[config.mk]
export PLATFORM = sky130hd
export DESIGN_NAME = hamming_stream_ecc
export DESIGN_NICKNAME = d
export VERILOG_FILES = /design/src/rtl/hse_pkg.sv /design/src/rtl/hse_sequencer.sv /design/src/rtl/hse_parity_accum.sv /design/src/rtl/hse_code_bank.sv /design/src/rtl/hamming_stream_ecc.sv
export SDC_FILE = /design/constraint.sdc
export NUM_CORES = 1
export LEC_CHECK = 0
export ABC_AREA = 1
export ABC_CLOCK_PERIOD_IN_PS = 2100
export BUFFER_PORTS_ARGS = -buffer_cell sky130_fd_sc_hd__buf_2
export CAP_MARGIN = 20
export CORE_ASPECT_RATIO = 0.8
export CORE_MARGIN = 2
export CORE_UTILIZATION = 53
export CTS_BUF_LIST = sky130_fd_sc_hd__clkbuf_4
export CTS_CLUSTER_DIAMETER = 50
export CTS_CLUSTER_SIZE = 20
export DETAILED_ROUTE_END_ITERATION = 16
export PLACE_DENSITY = 0.78
export RECOVER_POWER = 50
export SYNTH_ARGS = -nofsm -noshare
export SYNTH_HDL_FRONTEND = slang
export SYNTH_SLANG_ARGS = --single-unit
[constraint.sdc]
create_clock -name clk -period 2.1 [get_ports clk]
set_input_delay 0.105 -clock clk [delete_from_list [all_inputs] [get_ports clk]]
set_output_delay 0.105 -clock clk [all_outputs]
set_load 0.02 [all_outputs]
[src/rtl/hse_pkg.sv]
package hse_pkg;

  localparam int COL_BITS = 6;

  // Column parity of one byte: for each index bit k, the XOR of the data bits
  // with index bit k clear (even slot) and with it set (odd slot).
  function automatic logic [COL_BITS-1:0] col_parity(input logic [7:0] b);
    logic [COL_BITS-1:0] r;
    r = '0;
    for (int k = 0; k < 3; k++) begin
      for (int n = 0; n < 8; n++) begin
        if (((n >> k) & 1) == 1) r[2*k+1] = r[2*k+1] ^ b[n];
        else                     r[2*k]   = r[2*k]   ^ b[n];
      end
    end
    return r;
  endfunction

  function automatic logic byte_parity(input logic [7:0] b);
    return ^b;
  endfunction

endpackage

[src/rtl/hse_sequencer.sv]
module hse_sequencer #(
  parameter int AW = 8
) (
  input  logic        clk,
  input  logic        rst_n,
  input  logic        arm,
  input  logic        mode_sel,
  input  logic        in_valid,
  output logic        take,
  output logic [AW:0] addr,
  output logic        blk_end,
  output logic        sel_code2,
  output logic        mode_q,
  output logic        done
);

  logic [AW:0] cnt_q;
  logic        last_short;
  logic        last_long;
  logic        final_blk;

  assign take       = in_valid & ~arm & ~done;
  assign addr       = cnt_q;
  assign last_short = &cnt_q[AW-1:0];
  assign last_long  = &cnt_q;
  assign blk_end    = take & (mode_q ? last_long : last_short);
  assign final_blk  = blk_end & (mode_q | cnt_q[AW]);
  assign sel_code2  = ~mode_q & cnt_q[AW];

  always_ff @(posedge clk or negedge rst_n) begin
    if (!rst_n) begin
      cnt_q  <= '0;
      mode_q <= 1'b0;
      done   <= 1'b0;
    end else if (arm) begin
      cnt_q  <= '0;
      mode_q <= mode_sel;
      done   <= 1'b0;
    end else begin
      if (take)      cnt_q <= cnt_q + 1'b1;
      if (final_blk) done  <= 1'b1;
    end
  end

endmodule

[src/rtl/hse_parity_accum.sv]
module hse_parity_accum
  import hse_pkg::*;
#(
  parameter int AW     = 8,
  parameter int CODE_W = 2 * (AW + 1) + COL_BITS
) (
  input  logic              clk,
  input  logic              rst_n,
  input  logic              clear,
  input  logic              take,
  input  logic              blk_end,
  input  logic              mode_q,
  input  logic [AW:0]       addr,
  input  logic [7:0]        din,
  output logic [CODE_W-1:0] code_nxt
);

  localparam int LINE_W = 2 * (AW + 1);

  logic [COL_BITS-1:0] col_q, col_nxt;
  logic [LINE_W-1:0]   line_q, line_nxt;
  logic                bp;
  logic [CODE_W-1:0]   spare_mask;

  assign bp      = byte_parity(din);
  assign col_nxt = col_q ^ col_parity(din);

  for (genvar j = 0; j <= AW; j++) begin : g_line
    assign line_nxt[2*j]   = line_q[2*j]   ^ (bp & ~addr[j]);
    assign line_nxt[2*j+1] = line_q[2*j+1] ^ (bp &  addr[j]);
  end

  // In the short layout the top address pair carries no information.
  assign spare_mask = {2'b11, {(CODE_W-2){1'b0}}};
  assign code_nxt   = ~{line_nxt, col_nxt} | (mode_q ? '0 : spare_mask);

  always_ff @(posedge clk or negedge rst_n) begin
    if (!rst_n) begin
      col_q  <= '0;
      line_q <= '0;
    end else if (clear || blk_end) begin
      col_q  <= '0;
      line_q <= '0;
    end else if (take) begin
      col_q  <= col_nxt;
      line_q <= line_nxt;
    end
  end

endmodule

[src/rtl/hse_code_bank.sv]
module hse_code_bank #(
  parameter int CODE_W = 24
) (
  input  logic              clk,
  input  logic              rst_n,
  input  logic              clear,
  input  logic              wr1,
  input  logic              wr2,
  input  logic [CODE_W-1:0] din,
  output logic [CODE_W-1:0] code1,
  output logic [CODE_W-1:0] code2
);

  always_ff @(posedge clk or negedge rst_n) begin
    if (!rst_n) begin
      code1 <= '1;
      code2 <= '1;
    end else if (clear) begin
      code1 <= '1;
      code2 <= '1;
    end else begin
      if (wr1) code1 <= din;
      if (wr2) code2 <= din;
    end
  end

endmodule

[src/rtl/hamming_stream_ecc.sv]
module hamming_stream_ecc #(
  parameter int BLK_AW = 8,
  parameter int CODE_W = 2 * (BLK_AW + 1) + 6
) (
  input  logic              clk,
  input  logic              rst_n,
  input  logic              arm,
  input  logic              mode_sel,
  input  logic              in_valid,
  input  logic [7:0]        in_byte,
  output logic [CODE_W-1:0] code1,
  output logic [CODE_W-1:0] code2,
  output logic              done
);

  logic              take;
  logic [BLK_AW:0]   addr;
  logic              blk_end;
  logic              sel_code2;
  logic              mode_q;
  logic [CODE_W-1:0] code_nxt;
  logic              wr1, wr2;

  hse_sequencer #(.AW(BLK_AW)) u_seq (
    .clk      (clk),
    .rst_n    (rst_n),
    .arm      (arm),
    .mode_sel (mode_sel),
    .in_valid (in_valid),
    .take     (take),
    .addr     (addr),
    .blk_end  (blk_end),
    .sel_code2(sel_code2),
    .mode_q   (mode_q),
    .done     (done)
  );

  hse_parity_accum #(.AW(BLK_AW), .CODE_W(CODE_W)) u_acc (
    .clk     (clk),
    .rst_n   (rst_n),
    .clear   (arm),
    .take    (take),
    .blk_end (blk_end),
    .mode_q  (mode_q),
    .addr    (addr),
    .din     (in_byte),
    .code_nxt(code_nxt)
  );

  assign wr1 = blk_end & ~sel_code2;
  assign wr2 = blk_end &  sel_code2;

  hse_code_bank #(.CODE_W(CODE_W)) u_bank (
    .clk  (clk),
    .rst_n(rst_n),
    .clear(arm),
    .wr1  (wr1),
    .wr2  (wr2),
    .din  (code_nxt),
    .code1(code1),
    .code2(code2)
  );

endmodule

==> results.json <==
{
  "path_cells": "ha_2 > nand2_2 > nor2_4 > nand3_2 > nor2_2 > ha_1 > nor2_1 > nor2_1 > nand2_2 > buf_4 > nand2_4 > inv_6 > nand3_1 > o21ai_0",
  "ys_ff_latch": 83,
  "start_kind": "register",
  "rsz0062_at_grt": "yes",
  "synth.area.top_cells": "dfstp_2 (31%), dfrtp_1 (21%), nand2_1 (16%)",
  "hold_viol": 0,
  "avgSynthCellArea_sq_um": 8.188,
  "yosys.area.top_type_share": 0.3093,
  "syn2layout_area_growth_pct": 22.18,
  "syn_area_sq_mm": 0.004078,
  "avgViaCountPerCell": 5.440,
  "setup-tns-final_ps": -542.7,
  "worstPathArrival_ps": 2450,
  "failed_checks": "setup timing",
  "syn_inst": 498,
  "outcome": "finished, violations left",
  "dp_cells": 662,
  "yosysSeqAreaShare": 0.5241,
  "wl_per_cell_microns": 15.49,
  "synth_warnings": 0,
  "setup_viol": 36,
  "start_util": 0.5490,
  "antenna_found_initial": 0,
  "syn-num-nets": 513,
  "root_buffer": "clkbuf_4",
  "n_antenna_cell": 0,
  "cellPowerDensity_mw_per_mm2": 816.4,
  "clock_path_buffers": 2,
  "p_leak_uw": 0.002453,
  "drive_gt1_frac": 0.3031,
  "fin_crit_sh": 1.020,
  "maxCapViolations": 0,
  "finalNetCount": 594,
  "wl_microns": 10670,
  "gp_congestion": 0.8358,
  "pin_count": 62,
  "crit_type": "reg -> reg",
  "drt_iter0_drc": 388,
  "core_sq_mm": 0.007427,
  "drc": 0,
  "die_height_microns": 82.46,
  "hpwl_microns": 6555,
  "grt_pass1_vias": 3570,
  "clock-sinks": 83,
  "insertion_delay_ps": 430,
  "path_buf_inv": 2,
  "max_freq_ghz": 0.4670,
  "worst-path-max-fanout": 18,
  "tightest_slew_ps": 1225,
  "path_clk_slew_ps": 130,
  "final_cell_mix": "nand2_1 (173), nand3_1 (75), buf_2 (60)",
  "endpoint_kind": "register",
  "relSlewSlack": 0.1836,
  "dieArea_sq_mm": 0.008416,
  "critical_path_required_ps": 2410,
  "path_delay_family": "simple AND/OR/NAND/NOR gates",
  "setup_ws_ps": -41.16,
  "h-tree-depth": 3,
  "synthDistinctLibCells": 29,
  "detail-route-antenna-nets": 0,
  "drv_slew": 0,
  "fin_worst_skew_ps": 13.45,
  "final.min_clock_period_ps": 2141,
  "fin_cells": 689,
  "grt_overflow": 0,
  "vias": 3748,
  "fillers": 626,
  "crit_slowest_cell": "dfrtp_1",
  "port_buffers": 61,
  "rows": 28,
  "cts_tree": "yes",
  "grt_max_degree": 49,
  "final_common_cell": "nand2_1",
  "die_x_microns": 102.1,
  "yosysTopAreaCell": "dfstp_2",
  "grt.total_usage": 0.2485,
  "crit_path_max_incr_delay_ps": 390,
  "worst_ir_drop_vdd_mv": 0.4391,
  "min_path_type": "in -> reg",
  "grt_pass1_wl_microns": 16230,
  "cts_buffers": 9,
  "drt_pass1_iterations": 5
}
[power by group]
part / total, uW / switching [uW] / leakage [uW] / internal (uW)
clock network: 1170 / 554 / 0.000101 / 620
logic: 964 / 641 / 0.00137 / 323
registers: 1930 / 86.6 / 0.000981 / 1840
[path summary, 6_finish.rpt]
kind                            startpoint                to  slack, ps  depth (start not counted)
min in group asynchronous            rst_n      u_seq.mode_q        460                          2
min                                    arm     u_seq.addr[4]         50                          2
max in group asynchronous            rst_n  u_bank.code2[13]        530                          3
min reg2reg                u_bank.code2[6]   u_bank.code2[6]        470                          2
max                          u_seq.addr[0]   u_acc.line_q[5]        -40                         14
max reg2reg                  u_seq.addr[0]   u_acc.line_q[5]        -40                         14
[cells by family (layout without fill, tap and decap cells)]
| logic type | count (synthesis) | after routing | synth area share |
|---|---|---|---|
| XOR/XNOR | 15 | 15 | 0.03222 |
| adder cells (fa/ha/maj) | 2 | 2 | 0.006136 |
| AO/OA/AOI/OAI | 54 | 54 | 0.07978 |
| buffers and inverters | 69 | 155 | 0.07395 |
| flip-flops | 83 | 83 | 0.5241 |
| AND/OR/NAND/NOR | 275 | 275 | 0.2838 |
[worst reg2reg max path, cell delays in order, from the launching register on]
cell     delay [ps]
dfrtp_1         390
ha_2            210
nand2_2          80
nor2_4          130
nand3_2          80
nor2_2          120
ha_1            140
nor2_1           40
nor2_1          130
nand2_2         140
buf_4           180
nand2_4          90
inv_6            80
nand3_1         110
o21ai_0         100
[layout make-up]
class                           instances  area [sq um]  area share
Sequential cell                        83          2137      0.4289
Clock inverter                          6         110.1     0.02210
Clock buffer                           10         75.07     0.01507
Multi-Input combinational cell        346          1680      0.3373
Inverter                               53         224.0     0.04495
Timing Repair Buffer                   86         624.3      0.1253
Tap cell                              105         131.4     0.02637
[synthesized netlist by cell type (all sizes together)]
cell type	count
a21oi	5
buf	11
clkbuf	5
dfrtp	35
dfstp	48
ha	2
inv	53
nand2	178
nand3	76
nor2	13
nor3	3
nor3b	1
nor4	2
o21a	1
o21ai	42
o22ai	6
or2	2
xnor2	5
xor2	10
[per-stage QoR]
step,hold slack [ps],area (sq um),util,total power [uW],setup WS (ps)
6_report,48.08,4982,0.6708,4068,-41.16
5_1_grt,25.82,4982,0.6708,4263,-183.6
4_1_cts,17.95,4746,0.6390,4007,6.911
3_5_place_dp,170.7,4534,0.6105,2827,-29.81
3_3_place_gp,167.5,4534,0.6105,2794,39.62
2_1_floorplan,-190.6,4078,-,2531,104.7
[layer usage]
metal	vias up	GRT usage	wire, microns
li1	1765	-	-
met1	1786	0.3255	4545
met2	184	0.4059	5095
met3	13	0.06902	939
met4	0	0.07867	92
met5	-	0	0
[state kept, by name, indices dropped and copies added (netlist names)]
register	count
u_acc.col_q	6
u_bank.code2	24
u_seq.done	1
u_bank.code1	24
u_acc.line_q	18
u_seq.mode_q	1
u_seq.addr	9
[what timing repair did]
action	4_1_cts	5_1_grt
endpoints found under the setup margin	23	66
setup buffers	0	4
gates resized for setup	2	38
gates cloned	0	5
hold buffers	2	0
hold endpoints to repair	36	0
pin swaps	0	8
No activity file was read; power rests on OpenSTA's default activity.
